`src/rtl/cfg_i2c_pkg.sv`:
```
package cfg_i2c_pkg;

    // Protocol phases of the byte engine
    typedef enum logic [2:0] {
        ST_IDLE,   // ignore bus until a start condition
        ST_ADDR,   // shifting in the address byte
        ST_RX,     // shifting in a write byte
        ST_ACK,    // driving our acknowledge bit
        ST_TX,     // shifting out a read byte
        ST_MACK    // sampling the host acknowledge
    } xfer_st_e;

endpackage

```
`src/rtl/i2c_line_sync.sv`:
```
module i2c_line_sync #(
    parameter int STAGES = 2
) (
    input  logic clk,
    input  logic rst_n,
    input  logic scl_i,
    input  logic sda_i,
    output logic sda_s,
    output logic scl_rise,
    output logic scl_fall,
    output logic start_det,
    output logic stop_det
);

    // Index STAGES-1 is the synchronized level, index STAGES the previous one.
    logic [STAGES:0] scl_pipe_d, scl_pipe_q;
    logic [STAGES:0] sda_pipe_d, sda_pipe_q;

    always_comb begin
        scl_pipe_d = {scl_pipe_q[STAGES-1:0], scl_i};
        sda_pipe_d = {sda_pipe_q[STAGES-1:0], sda_i};
    end

    always_ff @(posedge clk or negedge rst_n) begin
        if (!rst_n) begin
            scl_pipe_q <= '1;
            sda_pipe_q <= '1;
        end else begin
            scl_pipe_q <= scl_pipe_d;
            sda_pipe_q <= sda_pipe_d;
        end
    end

    logic scl_now, scl_prev, sda_now, sda_prev;
    assign scl_now  = scl_pipe_q[STAGES-1];
    assign scl_prev = scl_pipe_q[STAGES];
    assign sda_now  = sda_pipe_q[STAGES-1];
    assign sda_prev = sda_pipe_q[STAGES];

    assign sda_s     = sda_now;
    assign scl_rise  = scl_now & ~scl_prev;
    assign scl_fall  = ~scl_now & scl_prev;
    assign start_det = scl_now & scl_prev & sda_prev & ~sda_now;
    assign stop_det  = scl_now & scl_prev & ~sda_prev & sda_now;

endmodule

```
`src/rtl/cfg_regfile.sv`:
```
module cfg_regfile #(
    parameter int             NREG     = 6,
    parameter int             PTR_W    = 4,
    parameter logic [NREG*8-1:0] DEFAULTS = '0
) (
    input  logic             clk,
    input  logic             rst_n,
    input  logic             we,
    input  logic [PTR_W-1:0] widx,
    input  logic [7:0]       wdata,
    input  logic [PTR_W-1:0] ridx,
    output logic [7:0]       rdata,
    output logic [NREG*8-1:0] cfg_o
);

    logic [7:0] regs_d [NREG];
    logic [7:0] regs_q [NREG];

    always_comb begin
        for (int i = 0; i < NREG; i++) begin
            regs_d[i] = (we && widx == PTR_W'(i)) ? wdata : regs_q[i];
        end
    end

    always_ff @(posedge clk or negedge rst_n) begin
        if (!rst_n) begin
            for (int i = 0; i < NREG; i++) regs_q[i] <= DEFAULTS[i*8 +: 8];
        end else begin
            for (int i = 0; i < NREG; i++) regs_q[i] <= regs_d[i];
        end
    end

    always_comb begin
        rdata = '0;
        for (int i = 0; i < NREG; i++) begin
            if (ridx == PTR_W'(i)) rdata = regs_q[i];
        end
    end

    for (genvar g = 0; g < NREG; g++) begin : g_out
        assign cfg_o[g*8 +: 8] = regs_q[g];
    end


    wr_range_chk: assert property (@(posedge clk) disable iff (!rst_n)
        we |-> (widx < PTR_W'(NREG)));


    cfg_hold_chk: assert property (@(posedge clk) disable iff (!rst_n)
        !we |=> $stable(cfg_o));

endmodule

```
`src/rtl/i2c_xfer_fsm.sv`:
```
module i2c_xfer_fsm
    import cfg_i2c_pkg::*;
#(
    parameter int         NREG  = 6,
    parameter int         PTR_W = 4,
    parameter logic [7:0] WADDR = 8'hD2,
    parameter logic [7:0] RADDR = 8'hD3
) (
    input  logic             clk,
    input  logic             rst_n,
    input  logic             sda_s,
    input  logic             scl_rise,
    input  logic             scl_fall,
    input  logic             start_det,
    input  logic             stop_det,
    input  logic [7:0]       rd_data,
    output logic [PTR_W-1:0] rd_idx,
    output logic             wr_en,
    output logic [PTR_W-1:0] wr_idx,
    output logic [7:0]       wr_data,
    output logic             sda_oe
);

    localparam logic [PTR_W-1:0] DATA0  = PTR_W'(2);         // first data byte slot
    localparam logic [PTR_W-1:0] WR_END = PTR_W'(NREG + 2);  // write pointer ceiling
    localparam logic [PTR_W-1:0] RD_END = PTR_W'(NREG + 1);  // read pointer ceiling
    localparam logic [7:0]       COUNT  = 8'(NREG);

    typedef struct packed {
        xfer_st_e         st;
        logic [3:0]       bitcnt;
        logic [7:0]       shift;
        logic [PTR_W-1:0] idx;
        logic             rw;
        logic             oe;
        logic             mack;
    } xfer_s;

    xfer_s q, d;

    // Next read byte: slot 0 is the count, slots 1..NREG the registers.
    logic [PTR_W-1:0] n_load;
    logic [7:0]       tx_byte;

    always_comb begin
        if (q.st == ST_ACK)      n_load = '0;
        else if (q.idx < RD_END) n_load = q.idx + PTR_W'(1);
        else                     n_load = q.idx;
        rd_idx = n_load - PTR_W'(1);
        if (n_load == '0)                  tx_byte = COUNT;
        else if (n_load <= PTR_W'(NREG))   tx_byte = rd_data;
        else                               tx_byte = 8'hFF;
    end

    always_comb begin
        d       = q;
        wr_en   = 1'b0;
        wr_idx  = q.idx - DATA0;
        wr_data = q.shift;
        if (stop_det) begin
            d.st     = ST_IDLE;
            d.oe     = 1'b0;
            d.bitcnt = '0;
        end else if (start_det) begin
            d.st     = ST_ADDR;
            d.oe     = 1'b0;
            d.bitcnt = '0;
            d.idx    = '0;
        end else begin
            unique case (q.st)
                ST_ADDR, ST_RX: begin
                    if (scl_rise && q.bitcnt < 4'd8) begin
                        d.shift  = {q.shift[6:0], sda_s};
                        d.bitcnt = q.bitcnt + 4'd1;
                    end else if (scl_fall && q.bitcnt == 4'd8) begin
                        d.bitcnt = '0;
                        if (q.st == ST_ADDR) begin
                            d.idx = '0;
                            if (q.shift == WADDR) begin
                                d.rw = 1'b0;
                                d.oe = 1'b1;
                                d.st = ST_ACK;
                            end else if (q.shift == RADDR) begin
                                d.rw = 1'b1;
                                d.oe = 1'b1;
                                d.st = ST_ACK;
                            end else begin
                                d.st = ST_IDLE;
                            end
                        end else begin
                            d.oe = 1'b1;
                            d.st = ST_ACK;
                            if (q.idx >= DATA0 && q.idx < WR_END) wr_en = 1'b1;
                            if (q.idx < WR_END) d.idx = q.idx + PTR_W'(1);
                        end
                    end
                end
                ST_ACK: begin
                    if (scl_fall) begin
                        d.bitcnt = '0;
                        if (!q.rw) begin
                            d.oe = 1'b0;
                            d.st = ST_RX;
                        end else begin
                            d.st    = ST_TX;
                            d.shift = tx_byte;
                            d.oe    = ~tx_byte[7];
                            d.idx   = n_load;
                        end
                    end
                end
                ST_TX: begin
                    if (scl_rise && q.bitcnt < 4'd8) begin
                        d.bitcnt = q.bitcnt + 4'd1;
                    end else if (scl_fall) begin
                        if (q.bitcnt == 4'd8) begin
                            d.oe     = 1'b0;
                            d.bitcnt = '0;
                            d.st     = ST_MACK;
                        end else begin
                            d.shift = {q.shift[6:0], 1'b1};
                            d.oe    = ~q.shift[6];
                        end
                    end
                end
                ST_MACK: begin
                    if (scl_rise) begin
                        d.mack = ~sda_s;
                    end else if (scl_fall) begin
                        if (q.mack) begin
                            d.st     = ST_TX;
                            d.shift  = tx_byte;
                            d.oe     = ~tx_byte[7];
                            d.idx    = n_load;
                            d.bitcnt = '0;
                        end else begin
                            d.st = ST_IDLE;
                        end
                    end
                end
                default: ;
            endcase
        end
    end

    always_ff @(posedge clk or negedge rst_n) begin
        if (!rst_n) begin
            q <= '{st: ST_IDLE, bitcnt: '0, shift: '0, idx: '0,
                   rw: 1'b0, oe: 1'b0, mack: 1'b0};
        end else begin
            q <= d;
        end
    end

    assign sda_oe = q.oe;


    stop_abort_chk: assert property (@(posedge clk) disable iff (!rst_n)
        stop_det |=> (q.st == ST_IDLE && !q.oe));


    start_abort_chk: assert property (@(posedge clk) disable iff (!rst_n)
        (start_det && !stop_det) |=> (q.st == ST_ADDR && q.bitcnt == 4'd0));


    oe_timing_chk: assert property (@(posedge clk) disable iff (!rst_n)
        (q.oe != $past(q.oe)) |-> $past(scl_fall || start_det || stop_det));


    tx_dir_chk: assert property (@(posedge clk) disable iff (!rst_n)
        (q.st == ST_TX || q.st == ST_MACK) |-> q.rw);

endmodule

```
`src/rtl/cfg_i2c_slave.sv`:
```
module cfg_i2c_slave #(
    parameter int                NREG     = 6,
    parameter int                STAGES   = 2,
    parameter logic [7:0]        WADDR    = 8'hD2,
    parameter logic [7:0]        RADDR    = 8'hD3,
    parameter logic [NREG*8-1:0] DEFAULTS = 48'h3C_A5_F0_FF_FF_0F
) (
    input  logic             clk,
    input  logic             rst_n,
    input  logic             scl_i,
    input  logic             sda_i,
    output logic             sda_oe,
    output logic [NREG*8-1:0] cfg_o
);

    localparam int PTR_W = $clog2(NREG + 3);

    logic             sda_s, scl_rise, scl_fall, start_det, stop_det;
    logic [PTR_W-1:0] rd_idx, wr_idx;
    logic [7:0]       rd_data, wr_data;
    logic             wr_en;

    i2c_line_sync #(.STAGES(STAGES)) u_sync (
        .clk       (clk),
        .rst_n     (rst_n),
        .scl_i     (scl_i),
        .sda_i     (sda_i),
        .sda_s     (sda_s),
        .scl_rise  (scl_rise),
        .scl_fall  (scl_fall),
        .start_det (start_det),
        .stop_det  (stop_det)
    );

    i2c_xfer_fsm #(
        .NREG  (NREG),
        .PTR_W (PTR_W),
        .WADDR (WADDR),
        .RADDR (RADDR)
    ) u_fsm (
        .clk       (clk),
        .rst_n     (rst_n),
        .sda_s     (sda_s),
        .scl_rise  (scl_rise),
        .scl_fall  (scl_fall),
        .start_det (start_det),
        .stop_det  (stop_det),
        .rd_data   (rd_data),
        .rd_idx    (rd_idx),
        .wr_en     (wr_en),
        .wr_idx    (wr_idx),
        .wr_data   (wr_data),
        .sda_oe    (sda_oe)
    );

    cfg_regfile #(
        .NREG     (NREG),
        .PTR_W    (PTR_W),
        .DEFAULTS (DEFAULTS)
    ) u_regs (
        .clk   (clk),
        .rst_n (rst_n),
        .we    (wr_en),
        .widx  (wr_idx),
        .wdata (wr_data),
        .ridx  (rd_idx),
        .rdata (rd_data),
        .cfg_o (cfg_o)
    );

endmodule

```
`config.mk`:
```
export PLATFORM = sky130hd
export DESIGN_NAME = cfg_i2c_slave
export DESIGN_NICKNAME = d
export VERILOG_FILES = /design/src/rtl/cfg_i2c_pkg.sv /design/src/rtl/i2c_line_sync.sv /design/src/rtl/cfg_regfile.sv /design/src/rtl/i2c_xfer_fsm.sv /design/src/rtl/cfg_i2c_slave.sv
export SDC_FILE = /design/constraint.sdc
export NUM_CORES = 1
export LEC_CHECK = 0
export BUFFER_PORTS_ARGS = -buffer_cell sky130_fd_sc_hd__buf_2
export CORE_ASPECT_RATIO = 0.5
export CORE_MARGIN = 2
export CORE_UTILIZATION = 59
export CTS_CLUSTER_DIAMETER = 120
export DETAILED_ROUTE_END_ITERATION = 8
export PLACE_DENSITY = 0.91
export SYNTH_ARGS = -nofsm -noshare
export SYNTH_HDL_FRONTEND = slang
export SYNTH_SLANG_ARGS = --single-unit
```
`constraint.sdc`:
```
create_clock -name clk -period 3.4 [get_ports clk]
set_input_delay 0.17 -clock clk [delete_from_list [all_inputs] [get_ports clk]]
set_output_delay 0.17 -clock clk [all_outputs]
set_load 0.02 [all_outputs]
```
## Word-level counts from Yosys, hierarchy flattened

Cells that the tools add are included.

- Bits in read-only memories: 0
- Bits in writable memories: 0
- Input bits: 4
- Memories kept: 0
- Bits in registers: 76
- Latch bits: 0
- Output and inout port bits: 49

- $add $sub $neg: 4
- Equality and inequality tests: 48
- Magnitude comparators: 5
- Divide/modulo/power cells: 0
- Shift-type cells: 0
- Mux-type cells: 61
- Bitwise operators: 16
- Multipliers: 0
- Reductions and logical operators: 24

Operators with widths:

| cell | number |
|---|---|
| 8-bit two-way mux | 11 |
| 15-bit case mux with 4 select lines | 1 |
| 19-bit two-way mux | 3 |
| 4-bit two-way mux | 7 |
| 7-bit two-way mux | 4 |
| 4-bit by 3-bit inequality test with 1-bit output, second input constant | 6 |
| 10-bit AND reduction | 2 |
| 1-bit two-way mux | 19 |
| 3-bit two-way mux | 6 |
| 4-bit by 2-bit == test with 1-bit output, second input constant | 4 |
| 4-bit by 3-bit == test with 1-bit output, second input constant | 4 |
| 8-bit == test, second input constant | 2 |
| 16-bit two-way mux | 1 |
| 15-bit two-way mux | 1 |
| 3-bit by 2-bit inequality test with 1-bit output, second input constant | 5 |
| 5-bit by 3-bit inequality test with 1-bit output, second input constant | 3 |
| 4-bit logical NOT | 3 |
| 12-bit two-way mux | 1 |
| 6-bit two-way mux | 2 |
| 2-bit by 1-bit inequality test with 1-bit output, second input constant | 6 |
| 4-bit inequality test, second input constant | 3 |
| 4-bit case mux with 3 select lines | 1 |
| 12-bit AND reduction | 1 |
| 1-bit logical AND | 9 |
| 28 further kinds | 53 |

## Depth between registers and ports, before layout

- Word-level depth: 20
- Gate-level depth with buffers: 10
- Depth with buffers taken out: 8

## By module

Synthesis repeated with hierarchy kept, for this count alone.

- Cell total of the unflattened synthesis: 433
- Area total of the unflattened synthesis: 4,521.8 µm²

Modules (own cells, without submodules):

| module | instances | sequential area each (µm²) | area each (µm²) | cells an instance |
|---|---|---|---|---|
| cfg_regfile | 1 | 1,241.2 | 2,398.6 | 199 |
| i2c_xfer_fsm | 1 | 550.5 | 1,933.1 | 224 |
| i2c_line_sync | 1 | 157.7 | 190.2 | 10 |

## Worst setup path after synthesis

Ideal clock, no wire load.

- Path type: register to register
- Start: reg u_fsm.q[4] (netlist bit)
- End: reg u_fsm.q, in the netlist u_fsm.wr_data[0]
- Setup slack: 0.881 ns
- Period minus slack after synthesis: 2.519 ns
- Cell stages (with the launch flop): 11
- Setup time: 0.126 ns
- Arrival: 2.393 ns
- Cells stage by stage: dfrtp_1 > clkbuf_1 > inv_1 > ha_1 > clkbuf_1 > nor2b_1 > mux2i_1 > nor3_1 > a222oi_1 > nand3_1 > a221o_1

- Cells in the longest elaborated chain, start to end: 17

Ends and longest elaborated chain:

| item | line | RTL |
|---|---|---|
| start: declaration | i2c_xfer_fsm.sv:39 | `xfer_s q, d;` |
| start signal: assignment | i2c_xfer_fsm.sv:148 | `q <= '{st: ST_IDLE, bitcnt: '0, shift: '0, idx: '0,` |
| 4-bit by 1-bit adder with 4-bit output / 4-bit by 3-bit < comparator with 1-bit output (equally long branches) | i2c_xfer_fsm.sv:47 | `else if (q.idx < RD_END) n_load = q.idx + PTR_W'(1);` |
| 4-bit two-way mux (*) | i2c_xfer_fsm.sv:47 |  |
| 4-bit two-way mux (*) | i2c_xfer_fsm.sv:46 | `if (q.st == ST_ACK) n_load = '0;` |
| 4-bit by 1-bit subtractor with 4-bit output | i2c_xfer_fsm.sv:49 | `rd_idx = n_load - PTR_W'(1);` |
| 4-bit logical NOT | cfg_regfile.sv:36 | `if (ridx == PTR_W'(i)) rdata = regs_q[i];` |
| 8-bit two-way mux (6 in a row) | cfg_regfile.sv:36 |  |
| 8-bit two-way mux | i2c_xfer_fsm.sv:51 | `else if (n_load <= PTR_W'(NREG)) tx_byte = rd_data;` |
| 8-bit two-way mux (*) | i2c_xfer_fsm.sv:50 | `if (n_load == '0) tx_byte = COUNT;` |
| 16-bit two-way mux | i2c_xfer_fsm.sv:130 | `if (q.mack) begin` |
| 19-bit two-way mux | i2c_xfer_fsm.sv:129 | `end else if (scl_fall) begin` |
| 19-bit two-way mux | i2c_xfer_fsm.sv:127 | `if (scl_rise) begin` |
| 15-bit case mux with 4 select lines (*) | i2c_xfer_fsm.sv:70 | `unique case (q.st)` |

Every way passes the cells marked *; elsewhere a longest branch is shown, timed or not. The select of a mux whose other input is x is not followed.
A chain may end at the register's enable or synchronous reset.

## Worst setup path in the final report

- Start: reg u_fsm.q[4] (netlist bit)
- End: reg u_fsm.q, in the netlist u_fsm.wr_data[7]

The elaborated chain is that of the path after synthesis.

==> implementation parameters <==
Parameter                              Value

Pwr
  Portion of total power attributed to combinational logic ... ~15%
  Part of the power in the clock network ... about two fifths
  Switching power ... roughly 0.7 mW
  Switching share of power ... around 30%
  Internal power summed over all cells ... between 1.5 and 2 mW
  Leakage ... approximately 2.3 nW
  Pwr per Cell Area ... just under 500 nW/um^2
  Share of total power in sequential cells ... roughly 46%
  Worst ir drop on vdd ... roughly 320 uV
  Post-layout power ... roughly 2.4 mW

Routing
  Pre-Repair DR Iteration Count ... 6
  Remaining number of nets flagged by the antenna check after routing ... 0
  Final wirelength ... between 10 and 15 mm
  Final routed wire length divided by cell count ... about 21 um
  Vias per Instance ... between 6 and 7
  Via count ... approximately 3600
  Remaining design rule violation count ... 0
  DRT iter0 DRCs ... between 500 and 600

Clocking
  Clock latency at the later pin of the worst-skew pair ... around 0.34 ns
  Clock Sinks ... 76
  Max clock buf depth ... 2
  H-tree Lvls ... 3
  Clock slew seen by the registers of the worst setup and hold paths ... 0.06 ns
  Clk Tree Root Cell ... sky130_fd_sc_hd__clkbuf_16
  Setup Fix Bufs, Post-CTS ... 0
  Number of hold-repair buffers added at the cts stage ... 3
  Clock tree from TritonCTS ... yes
  Num CTS Buffers ... 9
  Resized cells post-CTS ... 0

Final layout
  Diode count ... 0
  NumNets Final ... 469
  Final Core Density ... a little over two thirds
  Fillers ... around 550
  Finished layout cell area ... ~5000 um^2
  Synth-to-layout area growth ... 14.8%
  Share of post-route cells with drive strength above 1 ... around two fifths

Global routing
  First-pass GRT wire length ... between 15 and 20 mm
  Antenna violations before repair ... 1
  Largest net degree at the start of global routing ... 53
  Global router's overall resource usage ... between 30% and 40%
  Sum of overflow across all layers after global routing ... 0
  Via count of the first global-routing pass ... about 3500

Floorplan
  Starting Density ... just over 60%
  Area of the core region ... between 7000 and 8000 um^2
  Chip Height ... between 60 and 70 um
  Die Footprint ... approximately 8200 um^2
  Floorplan row count ... 22
  Boundary Pins ... 53
  Die width ... 126 um

STA
  Aggregate negative setup slack ... 0 ns
  Setup repair after global routing missed its margin ... no
  Transition time at the pin with the least slew margin ... between 1 and 1.5 ns
  Highest attainable clock frequency ... 327 MHz
  Final worst path period need ... between 3 and 4 ns
  Setup violators final ... 0
  Headroom to the max-slew limit ... between 30% and 40%
  Final hold vios ... 0
  Final clock period utilization by the worst path ... ~90%
  Post-Route Skew ... between 0.004 and 0.005 ns
  Worst Hold Slack ... around 0.34 ns
  Final Slew Violations ... 0

Logic synthesis
  Synth warnings ... 0
  Simple-Gate Fraction of Synth Area ... 15.0%
  Post-Synthesis Net Count ... slightly above 400
  Gate count after technology mapping ... ~400
  Number of enable flip-flop cells after synthesis ... 0
  Post-synthesis register bit count ... 76
  Compound-Gate Fraction of Synth Area ... between 10% and 20%
  Total standard cell area after synthesis ... between 4000 and 5000 um^2
  Most frequently used flop master after synthesis ... sky130_fd_sc_hd__dfstp_2
  Avg Inst Size Synth ... 10.9 um^2
  Sequential element share of the synthesized area ... between 40% and 50%
  Multiplexer share of the synthesized area ... 15.8%
  FFs w/ async S/R, synth ... 100%
  Main combinational cell family by area after synthesis ... compound AO/OA/AOI/OAI gates
  Area share of fa/ha/maj cells after synthesis ... between 2 and 3%
  Count of distinct cell types in the synthesized netlist ... 69
  Xor-xnor portion of the synthesized cell area ... about 1.8%

Worst hold path
  Worst min-delay path class ... in2async

Worst setup path
  Worst Path Buf+Inv ... 1
  Data arrival time of the critical path ... roughly 3.3 ns
  Kind of cell with the highest combined delay on the critical path ... simple AND/OR/NAND/NOR gates
  Cell with the largest stage delay on the worst path ... sky130_fd_sc_hd__nor4b_2
  Largest stage delay on the critical path ... approximately 0.93 ns
  Worst Path Max Fanout ... 12
  Category of the worst setup path capture point ... register
  Category of the critical setup timing path ... reg2reg
  Required @ worst endpoint ... approximately 3.6 ns
  Cells along the critical path ... inv_1 > ha_1 > nor4b_2 > nand3_1 > o41ai_1 > a2111oi_2 > o31ai_1
  Sort of element at the start of the critical path ... register

Placed design
  Gp weighted congestion ... just over 0.9
  Instance area after placement ... 4710 um^2
  Port Buffers ... 52
  Final HPWL from detailed placement ... just under 8 mm

Flow run
  Reported max-cap violation count ... 0

Outcome
  Status ... finished, final reports clean
-- cell usage in the layout (no fill, tap or decap), drive strengths merged, types with 4 or more instances in the layout --
| master | n |
|---|---|
| dfstp | 38 |
| inv | 11 |
| nor2b | 4 |
| a221o | 5 |
| a21o | 8 |
| buf | 64 |
| a222oi | 5 |
| nand2 | 27 |
| nor2 | 26 |
| ha | 9 |
| and3 | 7 |
| o31ai | 4 |
| nand3 | 15 |
| o21ai | 15 |
| clkbuf | 14 |
| xnor2 | 7 |
| nand2b | 4 |
| nor3 | 12 |
| a211oi | 6 |
| mux2i | 8 |
| dfrtp | 38 |
| a21oi | 19 |
| mux2 | 49 |
| or3 | 7 |
-- metrics by stage --
stage / setup slack (ns) / instances
floorplan: 0.881 / 401
global placement: 0.634 / 538
detailed placement: 0.558 / 538
CTS: 0.512 / 557
global route: 0.269 / 557
finish: 0.338 / 557
-- state kept, by name, indices dropped and copies added, names as in the netlist --
register,count
u_fsm.q,13
u_fsm.sda_oe,1
u_fsm.wr_data,8
u_regs.cfg_o,48
u_sync.scl_pipe_q,3
u_sync.sda_pipe_q,3
-- worst reg2reg max path: stages (launching register included) --
cell and delay [ns]:
sky130_fd_sc_hd__dfrtp_1 0.61, sky130_fd_sc_hd__inv_1 0.24, sky130_fd_sc_hd__ha_1 0.47, sky130_fd_sc_hd__nor4b_2 0.93, sky130_fd_sc_hd__nand3_1 0.17, sky130_fd_sc_hd__o41ai_1 0.13
sky130_fd_sc_hd__a2111oi_2 0.15, sky130_fd_sc_hd__o31ai_1 0.26
-- worst paths after layout --
check | to | slack [ns] | cells past startpoint | start
max | u_fsm.wr_data[7] | 0.34 | 7 | u_fsm.q[4]
max reg2reg | u_fsm.wr_data[7] | 0.34 | 7 | u_fsm.q[4]
min reg2reg | u_sync.sda_pipe_q[1] | 0.35 | 0 | u_sync.sda_pipe_q[0]
min in group clk | u_sync.sda_pipe_q[1] | 0.35 | 0 | u_sync.sda_pipe_q[0]
max in group asynchronous | u_regs.cfg_o[47] | 2.02 | 3 | rst_n
min | u_regs.cfg_o[5] | 0.34 | 2 | rst_n
-- synthesized netlist by cell type (9+ instances only) --
library cell | number | area (um^2)
sky130_fd_sc_hd__dfrtp_1 | 38 | 951
sky130_fd_sc_hd__dfstp_2 | 38 | 998
sky130_fd_sc_hd__mux2_2 | 31 | 349
sky130_fd_sc_hd__nand2_1 | 27 | 101
sky130_fd_sc_hd__nor2_1 | 26 | 97.6
sky130_fd_sc_hd__a21oi_1 | 18 | 90.1
sky130_fd_sc_hd__mux2_4 | 16 | 240
sky130_fd_sc_hd__nand3_1 | 15 | 75.1
sky130_fd_sc_hd__o21ai_0 | 14 | 70.1
sky130_fd_sc_hd__inv_1 | 11 | 41.3
sky130_fd_sc_hd__nor3_1 | 11 | 55.1
sky130_fd_sc_hd__buf_2 | 9 | 45.0
sky130_fd_sc_hd__ha_1 | 9 | 113
-- logic make-up (layout without fill, tap and decap cells) --
logic type | count (synthesis) | after routing
adder cells (fa/ha/maj) | 9 | 9
flip-flops | 76 | 76
XOR/XNOR | 8 | 8
multiplexers | 57 | 57
AND/OR/NAND/NOR | 123 | 123
buffers and inverters | 35 | 95
AO/OA/AOI/OAI | 93 | 93
-- power groups by stage --
stage                     sequential, mW  combinational (mW)  clock (mW)
after floorplan                     1.06               0.281           0
after global placement              1.12               0.337           0
after detailed placement            1.12               0.345           0
after CTS                           1.11               0.357       0.953
after global routing                1.13               0.396        1.00
final                               1.12               0.362       0.948
-- routing by layer --
metal  vias to the layer above  routed length, um  global-route usage, %
li1                       1601                  -                      -
met1                      1773               4950                   40.9
met2                       211               5360                   45.2
met3                        42               1170                   9.08
met4                         0                426                   13.7
met5                         -                  0                      0
-- cell type report --
type	count	area, um^2	area share, %
repair buffers	67	380	7.55
clock inverters	2	16.3	0.323
inverters	12	45.0	0.894
flip-flops and latches	76	1950	38.7
clock buffers	14	284	5.64
multi-input cells	290	2240	44.5
well taps	96	120	2.38
No activity file was read; power rests on OpenSTA's default activity.
